`config.mk`:
```
export PLATFORM = sky130hd
export DESIGN_NAME = cmp_edge_ctrl
export DESIGN_NICKNAME = d
export VERILOG_FILES = /design/src/rtl/cmp_edge_pkg.sv /design/src/rtl/cmp_edge_decode.sv /design/src/rtl/cmp_edge_chan.sv /design/src/rtl/cmp_edge_ctrl.sv
export SDC_FILE = /design/constraint.sdc
export NUM_CORES = 1
export LEC_CHECK = 0
export CAP_MARGIN = 0
export CORE_UTILIZATION = 38
export CTS_CLUSTER_SIZE = 24
export DETAILED_ROUTE_END_ITERATION = 6
export PLACE_DENSITY = 0.79
export SYNTH_ARGS = -nofsm -noshare
export SYNTH_HDL_FRONTEND = slang
export SYNTH_HIERARCHICAL = 1
export SYNTH_SLANG_ARGS = --single-unit
export TNS_END_PERCENT = 100
```
`constraint.sdc`:
```
create_clock -name clk -period 3.4 [get_ports clk]
set_clock_uncertainty 0.1 [all_clocks]
set_input_delay 0.68 -clock clk [delete_from_list [all_inputs] [get_ports clk]]
set_output_delay 0.68 -clock clk [all_outputs]
set_load 0.03 [all_outputs]
```
`src/rtl/cmp_edge_pkg.sv`:
```
// Package: constants and types shared by the comparator edge controller.
// Assumes byte addressing with 32-bit registers and a power-of-two channel stride.
package cmp_edge_pkg;
    localparam int DEF_NUM_CH   = 4;
    localparam int DEF_STRIDE   = 32;
    localparam int DATA_W       = 32;
    localparam int FLAG_W       = 2;

    // Bit positions inside status and enable registers.
    localparam int BIT_RISE     = 0;
    localparam int BIT_FALL     = 1;

    // Register offsets inside one channel window.
    localparam int OFF_STATUS   = 'h10;
    localparam int OFF_IRQ_EN   = 'h14;
    localparam int OFF_DMA_EN   = 'h18;

    typedef enum logic [1:0] {
        REG_NONE   = 2'd0,
        REG_STATUS = 2'd1,
        REG_IRQ_EN = 2'd2,
        REG_DMA_EN = 2'd3
    } reg_kind_e;

    // Zero-extend a flag pair onto the data bus.
    function automatic logic [DATA_W-1:0] widen(input logic [FLAG_W-1:0] v);
        logic [DATA_W-1:0] r;
        r = '0;
        r[FLAG_W-1:0] = v;
        return r;
    endfunction
endpackage

```
`src/rtl/cmp_edge_decode.sv`:
```
// Module: cmp_edge_decode
// Splits a byte address into a channel index and a register kind.
// Assumes the address is exactly channel bits above offset bits; every
// offset other than the three defined word addresses decodes to REG_NONE.
module cmp_edge_decode
    import cmp_edge_pkg::*;
#(
    parameter int NUM_CH = DEF_NUM_CH,
    parameter int STRIDE = DEF_STRIDE,
    localparam int CH_W  = (NUM_CH > 1) ? $clog2(NUM_CH) : 1,
    localparam int OFF_W = $clog2(STRIDE),
    localparam int ADDR_W = CH_W + OFF_W
) (
    input  logic              clk,
    input  logic              rst_n,
    input  logic [ADDR_W-1:0] addr,
    output logic [CH_W-1:0]   ch_idx,
    output reg_kind_e         kind
);
    logic [OFF_W-1:0] off;

    // Split the address into channel and offset fields.
    always_comb begin
        ch_idx = addr[ADDR_W-1:OFF_W];
        off    = addr[OFF_W-1:0];
    end

    // Map the offset to a register kind; anything else is reserved.
    always_comb begin
        if (off == OFF_W'(OFF_STATUS))      kind = REG_STATUS;
        else if (off == OFF_W'(OFF_IRQ_EN)) kind = REG_IRQ_EN;
        else if (off == OFF_W'(OFF_DMA_EN)) kind = REG_DMA_EN;
        else                                kind = REG_NONE;
    end

    AST_DECODE_ALIGNED: assert property (@(posedge clk) disable iff (!rst_n)
        (kind != REG_NONE) |-> (addr[1:0] == 2'b00));
endmodule

```
`src/rtl/cmp_edge_chan.sv`:
```
// Module: cmp_edge_chan
// One channel: sticky rise/fall flags, write-one-to-clear, two enable
// registers and the derived interrupt and DMA request levels.
// Assumes write strobes are already qualified by address decode and that
// edge pulses are synchronous to clk.
module cmp_edge_chan
    import cmp_edge_pkg::*;
(
    input  logic              clk,
    input  logic              rst_n,
    input  logic              rise_i,
    input  logic              fall_i,
    input  logic              we_stat,
    input  logic              we_ien,
    input  logic              we_den,
    input  logic [FLAG_W-1:0] wbits,
    output logic [FLAG_W-1:0] stat_o,
    output logic [FLAG_W-1:0] ien_o,
    output logic [FLAG_W-1:0] den_o,
    output logic              irq_o,
    output logic              dreq_o
);
    logic [FLAG_W-1:0] flags_q;
    logic [FLAG_W-1:0] ien_q;
    logic [FLAG_W-1:0] den_q;
    logic [FLAG_W-1:0] set_v;
    logic [FLAG_W-1:0] clr_v;

    // Gather the per-bit set and clear requests.
    always_comb begin
        set_v           = '0;
        set_v[BIT_RISE] = rise_i;
        set_v[BIT_FALL] = fall_i;
        clr_v           = we_stat ? wbits : '0;
    end

    // Sticky flags: set has priority over a same-cycle clear.
    always_ff @(posedge clk) begin
        if (!rst_n) flags_q <= '0;
        else        flags_q <= (flags_q & ~clr_v) | set_v;
    end

    // Interrupt-enable register.
    always_ff @(posedge clk) begin
        if (!rst_n)      ien_q <= '0;
        else if (we_ien) ien_q <= wbits;
    end

    // DMA-enable register.
    always_ff @(posedge clk) begin
        if (!rst_n)      den_q <= '0;
        else if (we_den) den_q <= wbits;
    end

    // Request levels and register views.
    always_comb begin
        stat_o = flags_q;
        ien_o  = ien_q;
        den_o  = den_q;
        irq_o  = |(flags_q & ien_q);
        dreq_o = |(flags_q & den_q);
    end

    AST_RISE_SETS: assert property (@(posedge clk) disable iff (!rst_n)
        rise_i |=> stat_o[BIT_RISE]);
    AST_FALL_SETS: assert property (@(posedge clk) disable iff (!rst_n)
        fall_i |=> stat_o[BIT_FALL]);
    AST_RISE_CLEARS: assert property (@(posedge clk) disable iff (!rst_n)
        (we_stat && wbits[BIT_RISE] && !rise_i) |=> !stat_o[BIT_RISE]);
    AST_RISE_STICKY: assert property (@(posedge clk) disable iff (!rst_n)
        (stat_o[BIT_RISE] && !(we_stat && wbits[BIT_RISE])) |=> stat_o[BIT_RISE]);
    AST_IEN_HOLD: assert property (@(posedge clk) disable iff (!rst_n)
        !we_ien |=> $stable(ien_o));
    AST_DEN_LOAD: assert property (@(posedge clk) disable iff (!rst_n)
        we_den |=> (den_o == $past(wbits)));
endmodule

```
`src/rtl/cmp_edge_ctrl.sv`:
```
// Module: cmp_edge_ctrl (top)
// Edge flag and request controller for NUM_CH comparator channels laid
// out at STRIDE-byte windows. Writes take effect at the clock edge; reads
// are combinational. Assumes single-cycle register accesses, no wait states.
module cmp_edge_ctrl
    import cmp_edge_pkg::*;
#(
    parameter int NUM_CH = DEF_NUM_CH,
    parameter int STRIDE = DEF_STRIDE,
    localparam int CH_W  = (NUM_CH > 1) ? $clog2(NUM_CH) : 1,
    localparam int ADDR_W = CH_W + $clog2(STRIDE)
) (
    input  logic              clk,
    input  logic              rst_n,
    input  logic [NUM_CH-1:0] rise_pulse,
    input  logic [NUM_CH-1:0] fall_pulse,
    input  logic [ADDR_W-1:0] bus_addr,
    input  logic              bus_we,
    input  logic [DATA_W-1:0] bus_wdata,
    output logic [DATA_W-1:0] bus_rdata,
    output logic [NUM_CH-1:0] irq_req,
    output logic [NUM_CH-1:0] dma_req
);
    logic [CH_W-1:0]   ch_idx;
    reg_kind_e         kind;
    logic [NUM_CH-1:0] ch_hit;
    logic [FLAG_W-1:0] stat_a [NUM_CH];
    logic [FLAG_W-1:0] ien_a  [NUM_CH];
    logic [FLAG_W-1:0] den_a  [NUM_CH];

    cmp_edge_decode #(.NUM_CH(NUM_CH), .STRIDE(STRIDE)) u_dec (
        .clk    (clk),
        .rst_n  (rst_n),
        .addr   (bus_addr),
        .ch_idx (ch_idx),
        .kind   (kind)
    );

    for (genvar g = 0; g < NUM_CH; g++) begin : g_ch
        // Per-channel hit for a write strobe.
        always_comb ch_hit[g] = bus_we && (ch_idx == CH_W'(g));

        cmp_edge_chan u_chan (
            .clk     (clk),
            .rst_n   (rst_n),
            .rise_i  (rise_pulse[g]),
            .fall_i  (fall_pulse[g]),
            .we_stat (ch_hit[g] && (kind == REG_STATUS)),
            .we_ien  (ch_hit[g] && (kind == REG_IRQ_EN)),
            .we_den  (ch_hit[g] && (kind == REG_DMA_EN)),
            .wbits   (bus_wdata[FLAG_W-1:0]),
            .stat_o  (stat_a[g]),
            .ien_o   (ien_a[g]),
            .den_o   (den_a[g]),
            .irq_o   (irq_req[g]),
            .dreq_o  (dma_req[g])
        );
    end

    // Read mux: select the addressed channel's register, zero elsewhere.
    always_comb begin
        bus_rdata = '0;
        for (int i = 0; i < NUM_CH; i++) begin
            if (ch_idx == CH_W'(i)) begin
                case (kind)
                    REG_STATUS: bus_rdata = widen(stat_a[i]);
                    REG_IRQ_EN: bus_rdata = widen(ien_a[i]);
                    REG_DMA_EN: bus_rdata = widen(den_a[i]);
                    default:    bus_rdata = '0;
                endcase
            end
        end
    end

    AST_WRITE_ONE_CH: assert property (@(posedge clk) disable iff (!rst_n)
        $onehot0(ch_hit));
    AST_UPPER_ZERO: assert property (@(posedge clk) disable iff (!rst_n)
        bus_rdata[DATA_W-1:FLAG_W] == '0);
endmodule

```
; Yosys cells after proc, flatten, opt, wreduce, memory -nomap -nowiden
; Cells that the tools add are included.
[op_classes]
n_eq_ne = 9
bitwise_logic = 20
n_reduce_logical = 25
muxes = 15
[ops]
columns = operator, count
row1 = two-way mux 32 bit, 3
row2 = bitwise AND 2 bit, 12
row3 = case mux 2 bit (3 select lines), 4
row4 = logical AND 1 bit, 16
row5 = two-way mux 2 bit, 8
row6 = OR reduction 2 bit, 8
row7 = "== test 5 bit, second input constant", 3
row8 = "== test 2 bit, second input constant", 4
row9 = inverter 2 bit, 4
row10 = bitwise OR 2 bit, 4
row11 = "== test 2 x 1 -> 1 bit, second input constant", 2
row12 = logical NOT 2 bit, 1
[word_totals]
ff_bits = 24
elab_cells = 81

; Longest topological paths before layout
; Gate-level depths: netlist of the first run.
[depth]
word_depth = 10
depth_mapped = 7
depth_no_buf = 6

; By module
; Netlist of the first run, hierarchy kept.
[modules_own_cells]
columns = module, area_per_inst_um2, cells_each, n_inst
row1 = cmp_edge_chan, 232.7, 22, 4
row2 = cmp_edge_ctrl, 564.3, 81, 1
row3 = cmp_edge_decode, 40.0, 6, 1

; Worst setup path before layout of the first run
; OpenSTA, ideal clock, no wires.
[synth_path]
path_kind = in2out
start = input port bus_addr[1]
end = output port bus_rdata[0]
n_path_buf = 1
slack_ns = 0.252
arrival_time_ns = 2.368
t_required_ns = 2.620
stages = 6
cell_sequence = or3b_1 > nor2_1 > buf_6 > o21ai_0 > a211o_1 > o22ai_1
[synth_via]
elab_chain_cells = 10
word_cells_on_any_way = 17
cone_classes = eq/ne (6) / mux (11)
[synth_rtl]
columns = item, line_no
row1 = from (decl), cmp_edge_ctrl.sv:17  ; input logic [ADDR_W-1:0] bus_addr,
row2 = == test 5 bit, cmp_edge_decode.sv:32  ; else if (off == OFF_W'(OFF_DMA_EN)) kind = REG_DMA_EN;
row3 = two-way mux 2 bit, cmp_edge_decode.sv:32
row4 = two-way mux 2 bit, cmp_edge_decode.sv:31  ; else if (off == OFF_W'(OFF_IRQ_EN)) kind = REG_IRQ_EN;
row5 = two-way mux 2 bit (*), cmp_edge_decode.sv:30  ; if (off == OFF_W'(OFF_STATUS)) kind = REG_STATUS;
row6 = named net kind[1], cmp_edge_ctrl.sv:25  ; reg_kind_e kind;
row7 = == test 2 bit / == test 2 x 1 -> 1 bit (equally long branches), cmp_edge_ctrl.sv:65  ; case (kind)
row8 = case mux 2 bit (3 select lines), cmp_edge_ctrl.sv:65
row9 = two-way mux 2 bit, cmp_edge_ctrl.sv:64  ; if (ch_idx == CH_W'(i)) begin
row10 = two-way mux 32 bit (2 in series), cmp_edge_ctrl.sv:64
row11 = two-way mux 32 bit (*), cmp_edge_ctrl.sv:64
row12 = to (decl), cmp_edge_ctrl.sv:20  ; output logic [DATA_W-1:0] bus_rdata,
; Mark *: on every way through the listed nets, which the timed path passes. The rest lies on a longest branch.

; Worst setup path in the final report of the first run
[layout_path]
start = input port bus_addr[2]
end = output port bus_rdata[0]
; The elaborated chain is that of the path after synthesis.

==> results of run 1 <==
[metal layers]
layer	global-route usage, %	up-vias
met5	0	-
met4	7.34	0
met3	2.08	4
met2	29.9	39
met1	18.2	606
li1	-	621
[layout by cell type (no fill, tap or decap), drive strengths merged, types with 2 or more instances in the layout]
cell           instances
a22oi                  7
inv                    8
buf                   11
o21ai                  9
o22ai                  2
clkdlybuf4s50         24
nor2b                 16
a22o                   9
dfxtp                 24
conb                  30
nand3b                 2
mux2                   6
nor4                   2
mux2i                 17
nor2                  15
nand2b                 2
clkbuf                 4
dlygate4sd2            3
nand2                  3
a31oi                  8
[cell families after synthesis]
group	count (synthesis)	synth area share, %
other cells	1	0.244
buf+inv	44	19.3
flops	24	31.3
simple gates	45	16.1
xor+xnor	1	0.571
compound gates	37	16.7
mux	23	15.7
[worst max-delay path: stages]
cell             delay [ps]
clkdlybuf4s50_1         530
xnor2_2                 150
nor2_4                   70
buf_6                   130
buf_4                   150
nand2_2                  70
o22ai_1                  70
a211o_1                 310
o22ai_1                 170
buf_4                   190
[timing repair]
item | in CTS | in global routing
cloned | 1 | 0
pin swaps | 8 | 0
endpoints found under the setup margin | 2 | 2
resized for setup | 17 | 1
endpoints found under the hold margin | 0 | 0
[registers in the layout, summed over array words and instances (netlist names)]
name / cells
g_ch.u_chan/den_o: 8
g_ch.u_chan/stat_o: 8
g_ch.u_chan/ien_o: 8
[cell type report]
| type | instances | area, um2 | share of cell area [%] |
|---|---|---|---|
| Clock buffer | 4 | 55.1 | 2.91 |
| Tap cell | 48 | 60.1 | 3.17 |
| Sequential cell | 24 | 480 | 25.4 |
| Multi-Input combinational cell | 136 | 911 | 48.1 |
| Inverter | 8 | 30.0 | 1.59 |
| Timing Repair Buffer | 38 | 357 | 18.8 |
[through the flow]
stage / setup TNS [ps] / util, % / setup slack, ps / instances
after global placement: -196 / 47.3 / -103 / 253
final: 0 / 50.2 / 100 / 258
after detailed placement: -210 / 47.3 / -108 / 253
after global routing: 0 / 50.2 / 18.1 / 258
after CTS: 0 / 50.0 / 56.3 / 258
after floorplan: 0 / - / 252 / 204
[final timing paths]
path | slack, ps | start | cells past startpoint | end
setup / recovery | 100 | bus_addr[2] | 10 | bus_rdata[0]
hold reg to reg | 440 | g_ch[3].u_chan/ien_o[0]$_SDFFE_PN0P_ | 2 | g_ch[3].u_chan/ien_o[0]$_SDFFE_PN0P_
setup reg to reg | 2570 | g_ch[3].u_chan/stat_o[1]$_SDFF_PN0_ | 2 | g_ch[3].u_chan/stat_o[1]$_SDFF_PN0_
hold / removal | 440 | g_ch[3].u_chan/ien_o[0]$_SDFFE_PN0P_ | 2 | g_ch[3].u_chan/ien_o[0]$_SDFFE_PN0P_
[power groups by stage]
| stage | clock network (mW) | registers, mW | logic, mW |
|---|---|---|---|
| detailed placement | 0 | 0.302 | 0.118 |
| global placement | 0 | 0.302 | 0.116 |
| CTS | 0.193 | 0.296 | 0.123 |
| global route | 0.207 | 0.297 | 0.135 |
| floorplan | 0 | 0.300 | 0.107 |
| finish | 0.187 | 0.296 | 0.125 |
==> impl_metrics.tcl, run 1 <==
set metrics [dict create \
    status "finished clean" \
    synth_edf_count 0 \
    vdd_drop_max_mv 0.139 \
    cts_root_buf "clkbuf_8" \
    cp.arrival_ps 2520 \
    die_y_um 65.6 \
    min_period_over_period_pct 97.1 \
    syn_inst 175 \
    gp_congestion 0.898 \
    worst_slew_pin_slew_ps 682 \
    rsz0062_at_grt "no" \
    start_util_pct 40.7 \
    route.met2.wl_um 1750 \
    power-per-cell-area_nw_per_um2 321 \
    hold_path.class "reg2reg" \
    first_global_vias 1275 \
    clkSinkCount 24 \
    drc 0 \
    power_uw 607 \
    drt-vias-per-instance 4.92 \
    drt_wl_total_um 3270 \
    synth_area_leaders "dfxtp_1 31%, buf_4 16%, mux2i_1 11%" \
    portBuffers 29 \
    tritoncts "done" \
    dpl_cell_area_um2 1780 \
    final_nets 261 \
    vias 1270 \
    comb_power_share_pct 20.6 \
    grt_usage_pct 16.2 \
    period_minus_slack_ps 3300 \
    postCtsHoldBufs 0 \
    synth_top_cell_area_share_pct 31.3 \
    maxCapViolations 0 \
    io_pins 90 \
    dp_hpwl_um 2350 \
    slew_violations 0 \
    cts_max_path_buffers 2 \
    ys_seq_area_share_pct 31.3 \
    p_seq_share_pct 48.7 \
    switching_share_pct 28.2 \
    numCtsBuffers 3 \
    ys_ff_latch 24 \
    ys.flop_type "dfxtp_1" \
    internal_power_uw 436 \
    synth_top_area_cell "dfxtp_1" \
    yosys_warnings 6 \
    row_count 22 \
    hold_ws_ps 442 \
    top_layer_used "met4" \
    relSlewSlack_pct 54.4 \
    cts_setup_buffers 0 \
    grt_pass1_wl_um 5380 \
    end_kind "output pin" \
    worstSetupPathType "in2out" \
    cts_max_level 1 \
    syn_to_final_growth_pct 23.3 \
    hold_viol 0 \
    p_leak_nw 0.713 \
    antenna_found_initial 0 \
    met3WireLength_um 121 \
    synth_cell_types 30 \
    grt_max_degree 25 \
    overflow 0 \
    required_ps 2620 \
    critPathLaunchType "primary input" \
    clk_latency_ps 260 \
    drt_pass1_iterations 6 \
    path_clk_slew_ps 80 \
    switchingPower_uw 171 \
    core_um2 3770 \
    post-synth-top-count-cell "buf_4" \
    nFillCells 364 \
    async_reset_ff_share_pct 0 \
    finalSetupViolations 0 \
    fmax_ghz 0.303 \
    finish.instance_area_um2 1890 \
    die_w_um 65.6 \
    clkPwrFrac_pct 30.7 \
    synthTopCellsByCount "32 x buf_4, 24 x dfxtp_1, 17 x mux2i_1" \
    drive_gt1_share_pct 14.3 \
    postRouteAntennaNets 0 \
    wl_met1_um 1370 \
    crit_fanout 5 \
    die_area_um2 4300 \
    drt-initial-drc-count 36 \
    wire_per_inst_um 12.7 \
    syn_area_um2 1540 \
    synth.avg_cell_area_um2 8.77 \
    antennaDiodeCount 0 \
]
(Power assumes the default switching activity.)
==> run 2, diff against run 1 <==
SLEW_MARGIN = 20   (was not set)
==> results of run 2 <==
The final DEF is identical to that of run 1; final timing and power are the same.
==> run 3, diff against run 2 <==
==> constraint.sdc (replaced) <==
create_clock -name clk -period 3.4 [get_ports clk]
set_clock_uncertainty 0.1 [all_clocks]
set_input_delay 1.02 -clock clk [delete_from_list [all_inputs] [get_ports clk]]
set_output_delay 1.02 -clock clk [all_outputs]
set_load 0.03 [all_outputs]
==> run 3 against run 2 <==
  * The run now ends with setup timing left
  * Via count is 0.71% higher
  * Non-clock buffer count grew 9
  * Global-route usage is 0.26 points higher
  * Critical path type unchanged
==> impl_metrics.tcl, run 3 (synthesis gave the netlist of run 1 again) <==
set metrics [dict create \
    status "complete, but fails checks" \
    violations "setup timing" \
    first_global_vias 1149 \
    drt-initial-drc-count 44 \
    tritoncts "done" \
    period_minus_slack_ps 3870 \
    dp_hpwl_um 2530 \
    cts_max_path_buffers 2 \
    antenna_found_initial 0 \
    portBuffers 29 \
    hold_path.class "reg2reg" \
    numCtsBuffers 3 \
    antennaDiodeCount 0 \
    min_period_over_period_pct 114 \
    die_area_um2 4300 \
    end_kind "output pin" \
    grt_usage_pct 16.4 \
    layout_commonest_cell "conb_1" \
    multi_input_area_um2 957 \
    io_pins 90 \
    drt-vias-per-instance 4.81 \
    critPathLaunchType "primary input" \
    fin_setup_tns_ps -851 \
    required_ps 2280 \
    final.setup.worst_slack_ps -469 \
    cp.arrival_ps 2750 \
    wire_per_inst_um 12.5 \
    dpl_cell_area_um2 1930 \
    worst_slew_pin_slew_ps 624 \
    power-per-cell-area_nw_per_um2 298 \
    postRouteAntennaNets 0 \
    drive_gt1_share_pct 20.2 \
    vdd_drop_max_mv 0.169 \
    worstSetupPathType "in2out" \
    row_count 22 \
    cts_root_buf "clkbuf_8" \
    power_uw 596 \
    register_area_um2 480 \
    rsz0062_at_grt "yes" \
    syn_to_final_growth_pct 30.2 \
    hold_viol 0 \
    fmax_ghz 0.258 \
    grt_max_degree 25 \
    nFillCells 377 \
    start_util_pct 40.7 \
    drt_pass1_iterations 4 \
    mostFrequentLayoutCells "30 x conb_1, 24 x dfxtp_1, 22 x clkdlybuf4s50_1" \
    slew_violations 0 \
    gp_congestion 0.865 \
    p_leak_nw 0.761 \
    die_y_um 65.6 \
    vias 1279 \
    drt_wl_total_um 3330 \
    overflow 0 \
    drc 0 \
    clkSinkCount 24 \
    cts_max_level 1 \
    grt_pass1_wl_um 5400 \
    core_um2 3770 \
    finalSetupViolations 2 \
    clk_latency_ps 260 \
    final_nets 270 \
    die_w_um 65.6 \
    postCtsHoldBufs 0 \
    path_clk_slew_ps 80 \
    maxCapViolations 0 \
    relSlewSlack_pct 58.2 \
    hold_ws_ps 444 \
    crit_fanout 5 \
    finish.instance_area_um2 2000 \
]
==> run 3: cell count changes in the layout (fill, tap and decap cells not counted), sizes merged <==
cell	before	now
buf	11	23
clkdlybuf4s50	24	22
clkbuf	4	3
dlygate4sd2	3	2
==> run 3: metrics by stage <==
stage          utilization, %  setup WS (ps)  cells
6_report                 53.0           -469    266
4_1_cts                  52.8           -529    266
2_1_floorplan               -           -126    204
3_5_place_dp             51.2          -1190    263
3_3_place_gp             51.2          -1140    263
5_1_grt                  53.0           -523    266
==> run 3: metal layers <==
layer,global-route usage [%],routed length (um),vias up
met1,22.2,1620,590
li1,-,-,640
met5,0,0,-
met4,6.25,46,0
met3,1.74,152,5
met2,26.7,1520,44
==> run 3: what timing repair did <==
action	4_1_cts	5_1_grt
buffers inserted	0	0
gates cloned	0	0
gates resized for setup	25	2
pin swaps	5	6
endpoints found under the setup margin	2	2
==> run 3: cell type report <==
type	count	share of cell area, %
multi-input combinational	136	47.9
sequential	24	24.0
timing repair buffer	47	21.5
tap	48	3.00
clock buffer	3	2.07
inverter	8	1.50
==> run 3: worst paths after layout <==
check	start	end	slack, ps	depth (start not counted)
min reg2reg	g_ch[3].u_chan/den_o[0]$_SDFFE_PN0P_	g_ch[3].u_chan/den_o[0]$_SDFFE_PN0P_	440	2
max	bus_addr[1]	bus_rdata[0]	-470	10
max reg2reg	g_ch[0].u_chan/stat_o[0]$_SDFF_PN0_	g_ch[0].u_chan/stat_o[0]$_SDFF_PN0_	2510	2
min	g_ch[3].u_chan/den_o[0]$_SDFFE_PN0P_	g_ch[3].u_chan/den_o[0]$_SDFFE_PN0P_	440	2
==> run 3: critical path, stage by stage <==
cell     delay, ps
buf_6           90
or3b_4         420
nor2_4         150
buf_6          150
buf_6           90
mux2_4         290
a22oi_2        110
a22o_1         210
o22ai_4         80
buf_6          140
==> run 3: report_power, final <==
part	total (mW)	internal, mW	switching [mW]
logic	0.136	0.0523	0.0841
clock network	0.163	0.0792	0.0835
registers	0.297	0.288	0.00862
total	0.596	0.420	0.176
